File: config.mk
export PLATFORM = sky130hd
export DESIGN_NAME = cni_intc
export DESIGN_NICKNAME = d
export VERILOG_FILES = /design/src/rtl/cni_pkg.sv /design/src/rtl/cni_enable_bank.sv /design/src/rtl/cni_edge_detect.sv /design/src/rtl/cni_event_status.sv /design/src/rtl/cni_intc.sv
export SDC_FILE = /design/constraint.sdc
export NUM_CORES = 1
export LEC_CHECK = 0
export ABC_AREA = 1
export BUFFER_PORTS_ARGS = -buffer_cell sky130_fd_sc_hd__buf_2
export CORE_MARGIN = 5
export CORE_UTILIZATION = 40
export DETAILED_ROUTE_END_ITERATION = 6
export MAX_ROUTING_LAYER = met4
export SLEW_MARGIN = 5
export SYNTH_ARGS = -nofsm -noshare
export SYNTH_HDL_FRONTEND = slang
export SYNTH_SLANG_ARGS = --single-unit
File: constraint.sdc
create_clock -name clk_i -period 1.4 [get_ports clk_i]
set_clock_uncertainty 0.2 [all_clocks]
set_input_delay 0.28 -clock clk_i [delete_from_list [all_inputs] [get_ports clk_i]]
set_output_delay 0.28 -clock clk_i [all_outputs]
set_load 0.02 [all_outputs]
File: src/rtl/cni_pkg.sv
package cni_pkg;

   // control byte layout (bit 4 down to bit 0)
   typedef struct packed {
      logic fall_gate;
      logic rise_gate;
      logic irq_en;
      logic ovf_en;
      logic edge_en;
   } cni_ctrl_t;

   localparam int CTRL_W       = 5;
   localparam int STAT_EDGE    = 0;
   localparam int STAT_OVF     = 1;
   localparam int STAT_IRQ     = 2;
   localparam int CLR_EDGE_BIT = 3;
   localparam int CLR_OVF_BIT  = 2;

endpackage

File: src/rtl/cni_enable_bank.sv
module cni_enable_bank #(
   parameter int NUM_CH = 24,
   parameter int ADDR_W = 6,
   parameter int BASE   = 'h18
) (
   input  logic              clk_i,
   input  logic              rst_ni,
   input  logic              wr_i,
   input  logic [ADDR_W-1:0] addr_i,
   input  logic [7:0]        wdata_i,
   output logic [NUM_CH-1:0] en_o,
   output logic              hit_o,
   output logic [7:0]        rdata_o
);
   localparam int NUM_BYTES = (NUM_CH + 7) / 8;

   logic [NUM_BYTES*8-1:0] bank_w;

   for (genvar b = 0; b < NUM_BYTES; b++) begin : g_byte
      localparam int LO              = b * 8;
      localparam int WIDTH           = ((NUM_CH - LO) >= 8) ? 8 : (NUM_CH - LO);
      localparam logic [7:0] MASK    = 8'((1 << WIDTH) - 1);
      localparam logic [ADDR_W-1:0] ADR = ADDR_W'(BASE + b);

      logic [7:0] byte_q;

      always_ff @(posedge clk_i) begin
         if (!rst_ni) begin
            byte_q <= '0;
         end else if (wr_i && (addr_i == ADR)) begin
            byte_q <= wdata_i & MASK;
         end
      end

      assign bank_w[LO +: 8] = byte_q;
   end

   assign en_o = bank_w[NUM_CH-1:0];

   always_comb begin
      hit_o   = 1'b0;
      rdata_o = '0;
      for (int i = 0; i < NUM_BYTES; i++) begin
         if (addr_i == ADDR_W'(BASE + i)) begin
            hit_o   = 1'b1;
            rdata_o = bank_w[i*8 +: 8];
         end
      end
   end

endmodule

File: src/rtl/cni_edge_detect.sv
module cni_edge_detect #(
   parameter int NUM_CH = 24
) (
   input  logic              clk_i,
   input  logic              rst_ni,
   input  logic [NUM_CH-1:0] sample_i,
   input  logic [NUM_CH-1:0] rise_en_i,
   input  logic [NUM_CH-1:0] fall_en_i,
   input  logic              rise_gate_i,
   input  logic              fall_gate_i,
   output logic              event_o
);
   logic [NUM_CH-1:0] prev_q;
   logic [NUM_CH-1:0] rise_hit;
   logic [NUM_CH-1:0] fall_hit;

   always_ff @(posedge clk_i) begin
      if (!rst_ni) begin
         prev_q <= '0;
      end else begin
         prev_q <= sample_i;
      end
   end

   assign rise_hit = sample_i & ~prev_q & rise_en_i & {NUM_CH{rise_gate_i}};
   assign fall_hit = ~sample_i & prev_q & fall_en_i & {NUM_CH{fall_gate_i}};
   assign event_o  = |(rise_hit | fall_hit);

endmodule

File: src/rtl/cni_event_status.sv
module cni_event_status
   import cni_pkg::*;
#(
   parameter bit IRQ_REGISTERED = 1'b0
) (
   input  logic      clk_i,
   input  logic      rst_ni,
   input  logic      event_i,
   input  logic      clr_edge_i,
   input  logic      clr_ovf_i,
   input  cni_ctrl_t ctrl_i,
   output logic      edge_q_o,
   output logic      ovf_q_o,
   output logic      irq_o
);
   logic edge_q;
   logic ovf_q;
   logic irq_raw;

   // a new event beats a same-cycle clear; overflow only against a surviving flag
   always_ff @(posedge clk_i) begin
      if (!rst_ni) begin
         edge_q <= 1'b0;
         ovf_q  <= 1'b0;
      end else begin
         edge_q <= event_i | (edge_q & ~clr_edge_i);
         ovf_q  <= (event_i & edge_q & ~clr_edge_i) | (ovf_q & ~clr_ovf_i);
      end
   end

   assign irq_raw = ctrl_i.irq_en &
                    ((edge_q & ctrl_i.edge_en) | (ovf_q & ctrl_i.ovf_en));

   if (IRQ_REGISTERED) begin : g_irq_flop
      logic irq_q;
      always_ff @(posedge clk_i) begin
         if (!rst_ni) begin
            irq_q <= 1'b0;
         end else begin
            irq_q <= irq_raw;
         end
      end
      assign irq_o = irq_q;
   end else begin : g_irq_comb
      assign irq_o = irq_raw;
   end

   assign edge_q_o = edge_q;
   assign ovf_q_o  = ovf_q;

endmodule

File: src/rtl/cni_intc.sv
module cni_intc
   import cni_pkg::*;
#(
   parameter int NUM_CH         = 24,
   parameter int ADDR_W         = 6,
   parameter int CLR_ADDR       = 'h07,
   parameter int STAT_ADDR      = 'h14,
   parameter int CTRL_ADDR      = 'h15,
   parameter int RISE_BASE      = 'h18,
   parameter int FALL_BASE      = 'h20,
   parameter bit IRQ_REGISTERED = 1'b0
) (
   input  logic              clk_i,
   input  logic              rst_ni,
   input  logic [NUM_CH-1:0] din_i,
   input  logic              reg_wr_i,
   input  logic [ADDR_W-1:0] reg_addr_i,
   input  logic [7:0]        reg_wdata_i,
   output logic [7:0]        reg_rdata_o,
   output logic              irq_o
);
   localparam int NUM_BYTES = (NUM_CH + 7) / 8;
   localparam logic [ADDR_W-1:0] A_CLR  = ADDR_W'(CLR_ADDR);
   localparam logic [ADDR_W-1:0] A_STAT = ADDR_W'(STAT_ADDR);
   localparam logic [ADDR_W-1:0] A_CTRL = ADDR_W'(CTRL_ADDR);

   // elaboration-time parameter checks
   if (NUM_CH < 1 || NUM_CH > 64) begin : g_bad_width
      $error("cni_intc: NUM_CH must be within 1..64");
   end
   if (RISE_BASE + NUM_BYTES > FALL_BASE) begin : g_bad_overlap
      $error("cni_intc: rising bank overlaps falling bank");
   end
   if (FALL_BASE + NUM_BYTES > (1 << ADDR_W)) begin : g_bad_span
      $error("cni_intc: enable banks exceed the address space");
   end
   if (CLR_ADDR >= RISE_BASE || STAT_ADDR >= RISE_BASE || CTRL_ADDR >= RISE_BASE ||
       CLR_ADDR == STAT_ADDR || CLR_ADDR == CTRL_ADDR || STAT_ADDR == CTRL_ADDR)
   begin : g_bad_single
      $error("cni_intc: single-byte registers collide");
   end

   cni_ctrl_t         ctrl_q;
   logic [NUM_CH-1:0] rise_en;
   logic [NUM_CH-1:0] fall_en;
   logic              rise_hit;
   logic              fall_hit;
   logic [7:0]        rise_rdata;
   logic [7:0]        fall_rdata;
   logic              edge_event;
   logic              clr_edge;
   logic              clr_ovf;
   logic              edge_q;
   logic              ovf_q;

   always_ff @(posedge clk_i) begin
      if (!rst_ni) begin
         ctrl_q <= '0;
      end else if (reg_wr_i && (reg_addr_i == A_CTRL)) begin
         ctrl_q <= cni_ctrl_t'(reg_wdata_i[CTRL_W-1:0]);
      end
   end

   assign clr_edge = reg_wr_i && (reg_addr_i == A_CLR) && reg_wdata_i[CLR_EDGE_BIT];
   assign clr_ovf  = reg_wr_i && (reg_addr_i == A_CLR) && reg_wdata_i[CLR_OVF_BIT];

   cni_enable_bank #(
      .NUM_CH (NUM_CH),
      .ADDR_W (ADDR_W),
      .BASE   (RISE_BASE)
   ) u_rise_bank (
      .clk_i   (clk_i),
      .rst_ni  (rst_ni),
      .wr_i    (reg_wr_i),
      .addr_i  (reg_addr_i),
      .wdata_i (reg_wdata_i),
      .en_o    (rise_en),
      .hit_o   (rise_hit),
      .rdata_o (rise_rdata)
   );

   cni_enable_bank #(
      .NUM_CH (NUM_CH),
      .ADDR_W (ADDR_W),
      .BASE   (FALL_BASE)
   ) u_fall_bank (
      .clk_i   (clk_i),
      .rst_ni  (rst_ni),
      .wr_i    (reg_wr_i),
      .addr_i  (reg_addr_i),
      .wdata_i (reg_wdata_i),
      .en_o    (fall_en),
      .hit_o   (fall_hit),
      .rdata_o (fall_rdata)
   );

   cni_edge_detect #(
      .NUM_CH (NUM_CH)
   ) u_detect (
      .clk_i       (clk_i),
      .rst_ni      (rst_ni),
      .sample_i    (din_i),
      .rise_en_i   (rise_en),
      .fall_en_i   (fall_en),
      .rise_gate_i (ctrl_q.rise_gate),
      .fall_gate_i (ctrl_q.fall_gate),
      .event_o     (edge_event)
   );

   cni_event_status #(
      .IRQ_REGISTERED (IRQ_REGISTERED)
   ) u_status (
      .clk_i      (clk_i),
      .rst_ni     (rst_ni),
      .event_i    (edge_event),
      .clr_edge_i (clr_edge),
      .clr_ovf_i  (clr_ovf),
      .ctrl_i     (ctrl_q),
      .edge_q_o   (edge_q),
      .ovf_q_o    (ovf_q),
      .irq_o      (irq_o)
   );

   always_comb begin
      reg_rdata_o = '0;
      if (rise_hit) begin
         reg_rdata_o = rise_rdata;
      end else if (fall_hit) begin
         reg_rdata_o = fall_rdata;
      end else if (reg_addr_i == A_STAT) begin
         reg_rdata_o[STAT_EDGE] = edge_q;
         reg_rdata_o[STAT_OVF]  = ovf_q;
         reg_rdata_o[STAT_IRQ]  = irq_o;
      end else if (reg_addr_i == A_CTRL) begin
         reg_rdata_o[CTRL_W-1:0] = ctrl_q;
      end
   end

endmodule

==> results.toml, run 1 <==
[outcome]
status = "finished, violations left"
violations = "negative setup slack"

[final_layout]
synthToLayoutAreaGrowth_pct = 42.73
drive_gt1_frac = 0.2916
finish.utilization = 0.5849
antenna_cells = 0
fin_nets = 715
fillCellCount = 861
final_area_um2 = 5379

[critical_path]
rr_worst_depth = 9
regToRegStartpoint = "ctrl_q[4]$_SDFFE_PN0P_"
required_ns = 0.92
arrival_ns = 1.42
r2r_setup_slack_ns = -0.16
cp-end-kind = "output pin"
worstReg2RegEnd = "u_status.edge_q_o$_SDFF_PN0_"
critPathKind = "in -> out"
cp-start-kind = "primary input"
crit_fanout = 8

[synthesis]
ys.warnings.count = 0
synthArstFlopShare = 0
synthDistinctLibCells = 29
yosysSeqAreaShare = 0.4197
syn_area_per_cell_um2 = 6.803
netlist_area_um2 = 3769
synth_area_leaders = "dfxtp_1, inv_1, nand2_1"
synth_top_area_cell = "dfxtp_1"
netlist_instances = 554
synth-seq-cells = 79
yosys.area.top_type_share = 0.4197
synth_ff_type = "dfxtp_1"
synth_edf_count = 0
synth_nets = 595

[clock_network]
ctsLongestPathBuffers = 2
worstSkewPairLatency_ns = 0.37
clk_pin_slew_ns = 0.09
clockRootBuffer = "clkbuf_8"
numCtsBuffers = 9
tritoncts = "done"
cts_sinks = 79
htree_levels = 3

[sta]
tns_ns = -4.760
fin_crit_sh = 1.358
tightest_slew_ns = 0.3738
clock.fmax_mhz = 526.1
slew_headroom = 0.7485
setup-violations-final = 19
fin_ws_ns = -0.5008
finalCriticalPeriod_ns = 1.901
whs_ns = 0.02525
drv_slew = 0
hold_viol = 0
rsz0062_at_grt = "yes"

[detailed_routing]
drc_errors = 0
via_per_inst = 5.114
dr.pass1.iters = 5
totalWireLength_um = 11900
postRouteAntennaNets = 0
first_iter_violations = 179
vias = 4040
wire_per_inst_um = 15.06

[hold_path]
min_from = "reg_wdata_i[2]"
min_to = "u_rise_bank.g_byte[2].byte_q[2]$_SDFFE_PN0P_"
hold_depth = 3
min_path_type = "in -> reg"

[global_routing]
grt_overflow_total = 0
grt_pass1_wl_um = 19100
grt_max_degree = 23
grt_pass1_vias = 3830
grt_usage = 0.2198
antenna_found_initial = 0

[floorplanning]
die_w_um = 107.1
dieArea_um2 = 11460
initial_core_util = 0.4098
chipHeight_um = 107.1
boundaryPins = 50
rows = 35
core_um2 = 9196

[job]
max_cap_violations = 0

[placed_design]
dp_hpwl_um = 8899
place_area_um2 = 4553
place.gp.congestion = 0.8664
io_buffers = 49

[pwr]
peakVddDrop_v = 0.0007242
p_leak_nw = 2.518
power_density_nw_per_um2 = 859.5
power.total_w = 0.004623
registers in the layout (all words and copies together) (netlist names):
| signal | count |
|---|---|
| u_fall_bank.g_byte.byte_q | 24 |
| u_rise_bank.g_byte.byte_q | 24 |
| u_detect.prev_q | 24 |
| ctrl_q | 5 |
| u_status.ovf_q_o | 1 |
| u_status.edge_q_o | 1 |
cells in the final DEF (no fill, tap or decap), types with 9 or more instances in the layout:
cell,synthesis,final
o21ai_1,4,12
buf_2,5,35
nand4_1,38,38
nand3_1,23,21
a21oi_1,37,29
inv_1,99,91
buf_4,1,44
o21ai_0,59,45
inv_2,8,10
clkbuf_8,0,9
dfxtp_1,79,74
buf_6,1,13
dlygate4sd3_1,0,24
nand2_2,4,12
nor2_1,79,68
nand2_1,80,68
synth_stat cells, drive strengths merged (3+ instances only):
cell,count
nor2,84
o22ai,3
dfxtp,79
nand3,24
nand2,85
inv,108
clkbuf,9
a221oi,7
buf,7
nand4,38
o21ai,63
a21oi,37
how the worst max path moves through the flow:
| stage | endpoint | cells past startpoint | slack (ns) | from |
|---|---|---|---|---|
| after floorplan | reg_rdata_o[4] | 9 | -0.22 | reg_addr_i[5] |
| after global placement | reg_rdata_o[4] | 11 | -0.58 | reg_addr_i[5] |
| after detailed placement | reg_rdata_o[4] | 11 | -0.62 | reg_addr_i[5] |
| after CTS | reg_rdata_o[4] | 11 | -0.51 | reg_addr_i[5] |
| after global routing | reg_rdata_o[4] | 11 | -0.59 | reg_addr_i[5] |
| final | reg_rdata_o[4] | 11 | -0.50 | reg_addr_i[5] |
power breakdown:
part | switching, W | total, W | leakage (nW) | internal, W
registers | 0.0000264 | 0.00232 | 0.646 | 0.00229
clock network | 0.000862 | 0.00186 | 0.102 | 0.000998
logic | 0.000248 | 0.000445 | 1.77 | 0.000197
total | 0.00114 | 0.00462 | 2.52 | 0.00349
logic make-up after synthesis:
family | share of synthesized area
AO/OA/AOI/OAI | 0.1600
flip-flops | 0.4197
AND/OR/NAND/NOR | 0.2895
buffers and inverters | 0.1308
metal layers:
layer	track usage	up-vias	wire, um
met5	-	-	0
met4	0.06119	0	209
met3	0.06261	20	793
met2	0.3548	106	5714
met1	0.2692	1862	5177
li1	-	2052	-
layout make-up:
type	count	area (um2)	area share
clock buffers	10	127.6	0.02373
clock inverters	6	85.08	0.01582
inverters	110	442.9	0.08234
multi-input cells	349	1947	0.3619
flip-flops and latches	79	1588	0.2952
well taps	111	138.9	0.02582
repair buffers	125	1050	0.1952
timing repair:
item,in CTS,in global routing
hold buffers,24,0
pin swaps,15,18
resized for setup,43,65
endpoints found under the setup margin,35,36
buffers inserted,4,3
endpoints found under the hold margin,24,0
stage by stage:
stage / instances / setup WS, ns
after detailed placement: 744 / -0.6152
after global routing: 790 / -0.5884
after floorplan: 554 / -0.2234
after global placement: 744 / -0.5777
final: 790 / -0.5008
after CTS: 788 / -0.5133
worst max-delay path: stages:
cell and delay, ns:
buf_12 0.11, inv_12 0.05, nand2_8 0.04, nor3_4 0.21, nand2_2 0.12, inv_4 0.10
nand2_1 0.05, o21ai_1 0.09, a21oi_2 0.04, o211ai_1 0.13, buf_4 0.19
Note: power is estimated with default switching activity, not from simulation.
==> run 2, diff against run 1 <==
BUFFER_PORTS_ARGS = default   (was -buffer_cell sky130_fd_sc_hd__buf_2)
CORE_MARGIN = 2   (was 5)
DONT_BUFFER_PORTS = 1   (was default)
==> results.toml, run 2 (synthesis gave the netlist of run 1 again) <==
[sta]
clock.fmax_mhz = 532.3
hold_viol = 69
slew_headroom = 0.7240
finalCriticalPeriod_ns = 1.879
fin_ws_ns = -0.4785
setup-violations-final = 11
tightest_slew_ns = 0.4102
rsz0062_at_grt = "yes"
fin_crit_sh = 1.342
whs_ns = -0.1682
drv_slew = 0

[final_layout]
fillCellCount = 858
fin_nets = 694
antenna_cells = 0
synthToLayoutAreaGrowth_pct = 40.37
finish.utilization = 0.5752
mostFrequentLayoutCells = "inv_1, nor2_1, nand2_1, dfxtp_1, buf_4"
drive_gt1_frac = 0.2785
layout_commonest_cell = "inv_1"
reg.largest.list = "u_detect.prev_q x24, u_fall_bank.g_byte.byte_q x24, u_rise_bank.g_byte.byte_q x24"
stdcell_count = 768

[clock_network]
tritoncts = "done"
clk_pin_slew_ns = 0.08
cts_hold_buf = 45
htree_levels = 3
clockRootBuffer = "clkbuf_8"
worstSkewPairLatency_ns = 0.35
numCtsBuffers = 9
cts_sinks = 79
ctsLongestPathBuffers = 2

[hold_path]
min_path_type = "in -> reg"
hold_depth = 2
min_to = "u_detect.prev_q[12]$_SDFF_PN0_"
min_from = "rst_ni"

[critical_path]
cp-end-kind = "output pin"
regToRegStartpoint = "ctrl_q[4]$_SDFFE_PN0P_"
crit_fanout = 2
cp-start-kind = "flop"
arrival_ns = 1.40
worstReg2RegEnd = "u_status.edge_q_o$_SDFF_PN0_"
rr_worst_depth = 10
required_ns = 0.92
r2r_setup_slack_ns = -0.28
critPathKind = "reg -> out"

[job]
max_cap_violations = 0

[floorplanning]
core_um2 = 9196
dieArea_um2 = 10210
initial_core_util = 0.4098
die_w_um = 101.1
chipHeight_um = 101.1
rows = 35
boundaryPins = 50

[global_routing]
grt_usage = 0.2488
grt_pass1_wl_um = 19120
grt_overflow_total = 0
grt_pass1_vias = 3777
antenna_found_initial = 0
grt_max_degree = 71

[detailed_routing]
drc_errors = 0
dr.pass1.iters = 5
totalWireLength_um = 12060
first_iter_violations = 161
wire_per_inst_um = 15.70
postRouteAntennaNets = 0
via_per_inst = 5.124
vias = 3935

[placed_design]
io_buffers = 0
place_ws_ns = -0.4004
place.gp.congestion = 0.8941
dpl.cell_count = 699
dp_hpwl_um = 8256

[outcome]
violations = "negative hold slack, negative setup slack"
status = "finished, violations left"

[pwr]
power_density_nw_per_um2 = 802.3
p_leak_nw = 2.454
power.total_w = 0.004244
peakVddDrop_v = 0.0003908
run 2: cell count changes in the layout (fill, tap and decap cells not counted), moves of 5 or more:
cell,change
dfxtp_1,-18
buf_4,+7
dfxtp_2,+16
dlygate4sd3_1,+11
o21ai_1,-5
buf_2,-35
run 2: repair_timing:
action	CTS	global route
setup endpoints to repair	11	30
pin swaps	24	20
gates cloned	0	1
setup buffers	17	3
gates resized for setup	67	38
endpoints found under the hold margin	78	69
run 2: worst max path at each step:
stage / startpoint / end / slack, ns / depth (start not counted)
after global routing: u_status.edge_q_o$_SDFF_PN0_ / irq_o / -0.54 / 7
final: u_status.edge_q_o$_SDFF_PN0_ / irq_o / -0.48 / 7
after global placement: reg_addr_i[5] / reg_rdata_o[4] / -0.37 / 10
after detailed placement: reg_addr_i[5] / reg_rdata_o[4] / -0.40 / 10
after floorplan: reg_addr_i[5] / reg_rdata_o[4] / -0.22 / 9
after CTS: ctrl_q[0]$_SDFFE_PN0P_ / reg_rdata_o[2] / -0.45 / 6
run 2: cell type report:
type                    instances  area [um2]  share of cell area
multi-input cells             349        1936              0.3659
well taps                     111       138.9             0.02625
repair buffers                104       979.7              0.1852
clock buffers                  12       165.2             0.03122
flip-flops and latches         79        1615              0.3053
clock inverters                 3       17.52            0.003311
inverters                     110       437.9             0.08278
run 2: per-layer routing:
layer	GRT usage	vias up	routed length, um
met3	0.03606	28	787
li1	-	1994	-
met1	0.3269	1789	5451
met2	0.3979	124	5572
met4	0.07277	0	247
met5	-	-	0
run 2: per-stage QoR:
stage                     setup TNS, ns  cell area (um2)  hold WS (ns)
after floorplan                  -1.528             3855        0.1735
after global placement           -10.58             4325        0.1739
after detailed placement         -11.82             4325        0.1774
after CTS                        -3.681             5236       -0.1759
after global routing             -4.680             5290       -0.1711
final                            -3.958             5290       -0.1682
run 2: where the power goes:
part	switching (W)	internal (W)	leakage [nW]
clock	0.000846	0.000775	0.0942
sequential	0.0000252	0.00229	0.656
combinational	0.000160	0.000149	1.70
run 2: worst max-delay path, cell delays in order (launching register included):
cell,delay (ns)
dfxtp_2,0.35
inv_2,0.04
o22ai_2,0.16
inv_2,0.06
buf_4,0.13
buf_6,0.11
nor2_4,0.09
buf_6,0.11
